**src/rtl/rtc_pkg.sv**
```systemverilog
package rtc_pkg;
  localparam int unsigned ADDR_W = 8;

  localparam logic [ADDR_W-1:0] OFF_CTRL   = 8'h00;
  localparam logic [ADDR_W-1:0] OFF_CNT_LO = 8'h08;
  localparam logic [ADDR_W-1:0] OFF_CNT_HI = 8'h0C;
  localparam logic [ADDR_W-1:0] OFF_WINDOW = 8'h10;
  localparam logic [ADDR_W-1:0] OFF_ALARM  = 8'h20;

  localparam int unsigned CTRL_EN_BIT  = 12;
  localparam int unsigned CTRL_PEND_BIT = 28;

  typedef struct packed {
    logic ctrl;
    logic cnt_lo;
    logic cnt_hi;
    logic alarm;
  } wr_sel_t;

  typedef struct packed {
    logic ctrl;
    logic cnt_lo;
    logic cnt_hi;
    logic window;
    logic alarm;
  } rd_sel_t;
endpackage

```
**src/rtl/rtc_bus_decode.sv**
```systemverilog
module rtc_bus_decode
  import rtc_pkg::*;
(
  input  logic              req_i,
  input  logic              we_i,
  input  logic [ADDR_W-1:0] addr_i,
  output wr_sel_t           wsel_o,
  output rd_sel_t           rsel_o
);
  logic wr, rd;
  assign wr = req_i & we_i;
  assign rd = req_i & ~we_i;

  always_comb begin
    wsel_o        = '0;
    rsel_o        = '0;
    wsel_o.ctrl   = wr && (addr_i == OFF_CTRL);
    wsel_o.cnt_lo = wr && (addr_i == OFF_CNT_LO);
    wsel_o.cnt_hi = wr && (addr_i == OFF_CNT_HI);
    wsel_o.alarm  = wr && (addr_i == OFF_ALARM);
    rsel_o.ctrl   = rd && (addr_i == OFF_CTRL);
    rsel_o.cnt_lo = rd && (addr_i == OFF_CNT_LO);
    rsel_o.cnt_hi = rd && (addr_i == OFF_CNT_HI);
    rsel_o.window = rd && (addr_i == OFF_WINDOW);
    rsel_o.alarm  = rd && (addr_i == OFF_ALARM);
  end
endmodule

```
**src/rtl/rtc_counter.sv**
```systemverilog
module rtc_counter #(
  parameter int unsigned CNT_W  = 48,
  parameter int unsigned DATA_W = 32
) (
  input  logic              clk_i,
  input  logic              rst_ni,
  input  logic              tick_i,
  input  logic              en_i,
  input  logic              wr_lo_i,
  input  logic              wr_hi_i,
  input  logic [DATA_W-1:0] wdata_i,
  output logic [CNT_W-1:0]  cnt_o
);
  localparam int unsigned HI_W = CNT_W - DATA_W;

  logic [CNT_W-1:0] cnt_q, cnt_d;

  always_comb begin
    cnt_d = cnt_q;
    if (wr_lo_i)           cnt_d[DATA_W-1:0]     = wdata_i;
    else if (wr_hi_i)      cnt_d[CNT_W-1:DATA_W] = wdata_i[HI_W-1:0];
    else if (tick_i && en_i) cnt_d = cnt_q + CNT_W'(1);
  end

  always_ff @(posedge clk_i or negedge rst_ni) begin
    if (!rst_ni) cnt_q <= '0;
    else         cnt_q <= cnt_d;
  end

  assign cnt_o = cnt_q;
endmodule

```
**src/rtl/rtc_window_cmp.sv**
```systemverilog
module rtc_window_cmp #(
  parameter int unsigned CNT_W   = 48,
  parameter int unsigned DATA_W  = 32,
  parameter int unsigned SCALE_W = 4
) (
  input  logic [CNT_W-1:0]   cnt_i,
  input  logic [SCALE_W-1:0] scale_i,
  input  logic [DATA_W-1:0]  alarm_i,
  output logic [DATA_W-1:0]  window_o,
  output logic               hit_o
);
  logic [CNT_W-1:0] shifted;
  assign shifted  = cnt_i >> scale_i;
  assign window_o = shifted[DATA_W-1:0];
  assign hit_o    = (window_o >= alarm_i);
endmodule

```
**src/rtl/rtc_scaled_counter.sv**
```systemverilog
module rtc_scaled_counter
  import rtc_pkg::*;
#(
  parameter int unsigned CNT_W   = 48,
  parameter int unsigned DATA_W  = 32,
  parameter int unsigned SCALE_W = 4
) (
  input  logic              clk_i,
  input  logic              rst_ni,
  input  logic              tick_i,
  input  logic              req_i,
  input  logic              we_i,
  input  logic [ADDR_W-1:0] addr_i,
  input  logic [DATA_W-1:0] wdata_i,
  output logic [DATA_W-1:0] rdata_o,
  output logic              irq_o
);
  localparam int unsigned HI_W = CNT_W - DATA_W;

  wr_sel_t              wsel;
  rd_sel_t              rsel;
  logic                 en_q;
  logic [SCALE_W-1:0]   scale_q;
  logic [DATA_W-1:0]    alarm_q;
  logic [CNT_W-1:0]     cnt_q;
  logic [DATA_W-1:0]    window;
  logic                 hit;
  logic [DATA_W-1:0]    ctrl_rd;

  rtc_bus_decode u_dec (
    .req_i  (req_i),
    .we_i   (we_i),
    .addr_i (addr_i),
    .wsel_o (wsel),
    .rsel_o (rsel)
  );

  always_ff @(posedge clk_i or negedge rst_ni) begin
    if (!rst_ni) begin
      en_q    <= 1'b0;
      scale_q <= '0;
      alarm_q <= '1;
    end else begin
      if (wsel.ctrl) begin
        en_q    <= wdata_i[CTRL_EN_BIT];
        scale_q <= wdata_i[SCALE_W-1:0];
      end
      if (wsel.alarm) alarm_q <= wdata_i;
    end
  end

  rtc_counter #(.CNT_W(CNT_W), .DATA_W(DATA_W)) u_cnt (
    .clk_i   (clk_i),
    .rst_ni  (rst_ni),
    .tick_i  (tick_i),
    .en_i    (en_q),
    .wr_lo_i (wsel.cnt_lo),
    .wr_hi_i (wsel.cnt_hi),
    .wdata_i (wdata_i),
    .cnt_o   (cnt_q)
  );

  rtc_window_cmp #(.CNT_W(CNT_W), .DATA_W(DATA_W), .SCALE_W(SCALE_W)) u_cmp (
    .cnt_i    (cnt_q),
    .scale_i  (scale_q),
    .alarm_i  (alarm_q),
    .window_o (window),
    .hit_o    (hit)
  );

  always_comb begin
    ctrl_rd                  = '0;
    ctrl_rd[SCALE_W-1:0]     = scale_q;
    ctrl_rd[CTRL_EN_BIT]     = en_q;
    ctrl_rd[CTRL_PEND_BIT]   = hit;
  end

  always_comb begin
    rdata_o = '0;
    unique case (1'b1)
      rsel.ctrl:   rdata_o = ctrl_rd;
      rsel.cnt_lo: rdata_o = cnt_q[DATA_W-1:0];
      rsel.cnt_hi: rdata_o = DATA_W'(cnt_q[CNT_W-1:DATA_W]);
      rsel.window: rdata_o = window;
      rsel.alarm:  rdata_o = alarm_q;
      default:     rdata_o = '0;
    endcase
  end

  assign irq_o = hit;

  logic unused_hi;
  assign unused_hi = &{1'b0, HI_W};
endmodule

```
**config.mk**
```make
export PLATFORM = sky130hd
export DESIGN_NAME = rtc_scaled_counter
export DESIGN_NICKNAME = d
export VERILOG_FILES = /design/src/rtl/rtc_pkg.sv /design/src/rtl/rtc_bus_decode.sv /design/src/rtl/rtc_counter.sv /design/src/rtl/rtc_window_cmp.sv /design/src/rtl/rtc_scaled_counter.sv
export SDC_FILE = /design/constraint.sdc
export NUM_CORES = 1
export LEC_CHECK = 0
export BUFFER_PORTS_ARGS = -buffer_cell sky130_fd_sc_hd__buf_2
export CORE_UTILIZATION = 50
export DETAILED_ROUTE_END_ITERATION = 8
export GPL_TIMING_DRIVEN = 0
export PLACE_DENSITY = 0.72
export SETUP_SLACK_MARGIN = 0.2
export SLEW_MARGIN = 10
export SYNTH_ARGS = -nofsm -noshare
export SYNTH_HDL_FRONTEND = slang
export SYNTH_HIERARCHICAL = 1
export SYNTH_SLANG_ARGS = --single-unit
```
**constraint.sdc**
```tcl
create_clock -name clk_i -period 4.7 [get_ports clk_i]
set_input_delay 0.705 -clock clk_i [delete_from_list [all_inputs] [get_ports clk_i]]
set_output_delay 0.705 -clock clk_i [all_outputs]
set_load 0.01 [all_outputs]
```
==> out/results.tsv <==
metric	value	unit
total grt overflow	0	
synthesized area per cell	9.44	um^2
outcome	finished, final reports clean	
Post-Syn Area	0.00809	mm^2
CTS sink count	85	
CP Launch Type	register	
Worst R2R End	u_cnt/cnt_o[30]	
crit path max fanout	10	
Starting Density	51.1	%
count leader, synth	nand2_1	
remaining antenna violation count	0	
row count	46	
vias in the first global route	7418	
FF/Latch Area	0.00217	mm^2
CTS H-tree depth	3	
CORE AREA	0.0158	mm^2
Slew Limit Fails	0	
slew margin rel.	24.3	%
Post-synth ARST share	100	%
Final #Nets	1048	
Seq/Total Area, Yosys	26.8	%
area leader, netlist	dfrtp_1	
multi-input logic area	0.00566	mm^2
1st-pass router iterations	7	
initial drt markers	1080	
# fillers	1340	
vias per cell	6.74	
required time worst endpoint	3.99	ns
hold slack	0.292	ns
DRT Wirelength	29400	um
pin count of the biggest net entering global routing	55	
Worst Clk Skew	0.00481	ns
final hold violations	0	
latest clock arrival within the worst-skew pair	0.37	ns
Seq cells post-synth	85	
hpwl dp	21600	um
yosys warns	6	
share of cells above drive strength 1	34.5	%
Root Driver	clkbuf_16	
R2R setup slack	2.24	ns
synth cell count leaders	79 x nand2_1, 56 x inv_1, 53 x dfrtp_1	
top post-synthesis cells by area	dfrtp_1 16%, dfstp_2 10%, mux4_2 9.2%	
Yosys top cell area share	16.4	%
die height	129	um
Synth Flop Type	dfrtp_1	
fmax	0.214	GHz
Total GRT Usage	36.0	%
maxcap violations	0	
Die Area	0.0167	mm^2
Crit. End Element	primary output	
area grow syn2layout	19.1	%
Place WS	-0.0657	ns
RR Startpoint	u_cnt/cnt_o[20]	
gpl congestion	0.990	
Post-Syn Instances	857	
Num CTS Buffers	9	
final cell utilization of the core	60.9	%
DR vias	8023	
die width	129	um
Reg2Reg Depth	5	
Worst Setup SP	scale_q[1]	
aggregate negative setup slack	0	ns
Leak	4.04	nW
Post-synth EDFFs	0	
clock transition at the registers of the reported paths	0.07	ns
initial antenna violation count	0	
Tcrit/Tclk final	99.4	%
first-pass GRT wire length	43800	um
final setup margin	0.0297	ns
DR WL/cell	24.7	um
PwrDens	199	mW/mm^2
CP arrival	3.97	ns
PortBufs	77	
Peak supply drop	0.160	mV
# DRC	0	
Final Total Pwr	0.00192	W
RSZ-0062 raised after global routing	yes	
CP Capture Point	irq_o	
clock tree buffer depth	2	
minimum clock period	4.67	ns
worst-margin pin slew	1.13	ns
WS Path Type	reg -> out	
hold buffer count at CTS	0	
synthesized net count	935	
CTS tree	yes	
worst hold path type	in -> async	
n_diodes	0	
number of I/O pins	78	
endpoints failing setup	0	
Cell variety after synth	67	
-- critical path: stages (launching register included) --
cell       delay (ns)
dfrtp_1          0.37
buf_6            0.15
buf_12           0.15
buf_12           0.15
mux2i_1          0.26
mux2_2           0.24
nor2_1           0.06
a211oi_1         0.44
a21oi_1          0.18
ha_1             0.34
a21o_1           0.18
a21oi_1          0.14
nor2b_1          0.09
a2111oi_4        0.31
o21ai_2          0.14
buf_4            0.15
buf_4            0.12
buf_6            0.11
-- logic make-up after synthesis --
logic type / synth area share (%)
AO/OA/AOI/OAI: 14.4
XOR/XNOR: 3.03
adder cells (fa/ha/maj): 5.10
buffers and inverters: 7.05
flip-flops: 26.8
multiplexers: 23.7
AND/OR/NAND/NOR: 20.0
-- power by group --
group	switching (W)	internal, W
Sequential	0.0000490	0.000758
Clock	0.000354	0.000368
Combinational	0.000206	0.000185
-- timing repair --
| item | CTS | global route |
|---|---|---|
| pin swaps | 15 | 16 |
| setup buffers | 16 | 7 |
| gates resized for setup | 49 | 24 |
| cloned | 1 | 0 |
| endpoints found under the setup margin | 2 | 2 |
-- registers in the layout, summed over array words and instances (netlist names) --
signal / flops
alarm_q: 32
en_q: 1
scale_q: 4
u_cnt/cnt_o: 48
-- area by class of cell --
type | count | share of cell area, %
multi-input cells | 658 | 58.7
flip-flops and latches | 85 | 22.5
repair buffers | 102 | 6.75
plain buffers | 56 | 4.03
well taps | 216 | 2.81
clock buffers | 9 | 2.34
inverters | 58 | 2.26
clock inverters | 7 | 0.610
-- metrics by stage --
step	instances	instance area (um^2)
5_1_grt	1191	9630
3_3_place_gp	1150	8750
6_report	1191	9630
2_1_floorplan	857	8090
4_1_cts	1184	9430
3_5_place_dp	1151	8780
-- layer usage --
layer	wire, um	track usage (%)	vias to the layer above
li1	-	-	3475
met1	11900	48.5	3925
met2	13300	54.7	539
met3	2870	6.94	84
met4	1320	19.1	0
met5	0	0	-
-- worst min path at each step --
| stage | start | end | slack (ns) | cells after the start |
|---|---|---|---|---|
| 2_1_floorplan | rst_ni | en_q | 0.41 | 0 |
| 3_3_place_gp | scale_q[1] | scale_q[1] | 0.54 | 1 |
| 3_5_place_dp | scale_q[2] | scale_q[2] | 0.55 | 1 |
| 4_1_cts | rst_ni | u_cnt/cnt_o[25] | 0.30 | 1 |
| 5_1_grt | rst_ni | u_cnt/cnt_o[25] | 0.32 | 1 |
| 6_report | rst_ni | u_cnt/cnt_o[25] | 0.29 | 1 |
-- layout by cell type (no fill, tap or decap), types with 32 or more instances in the layout --
| cell | count |
|---|---|
| buf_2 | 92 |
| dfrtp_1 | 52 |
| dfstp_2 | 32 |
| inv_1 | 56 |
| mux2_2 | 40 |
| mux2i_1 | 38 |
| mux4_2 | 34 |
| nand2_1 | 79 |
| nand4_1 | 33 |
| nor2_1 | 40 |
| o21ai_0 | 35 |
(Power assumes the default switching activity.)
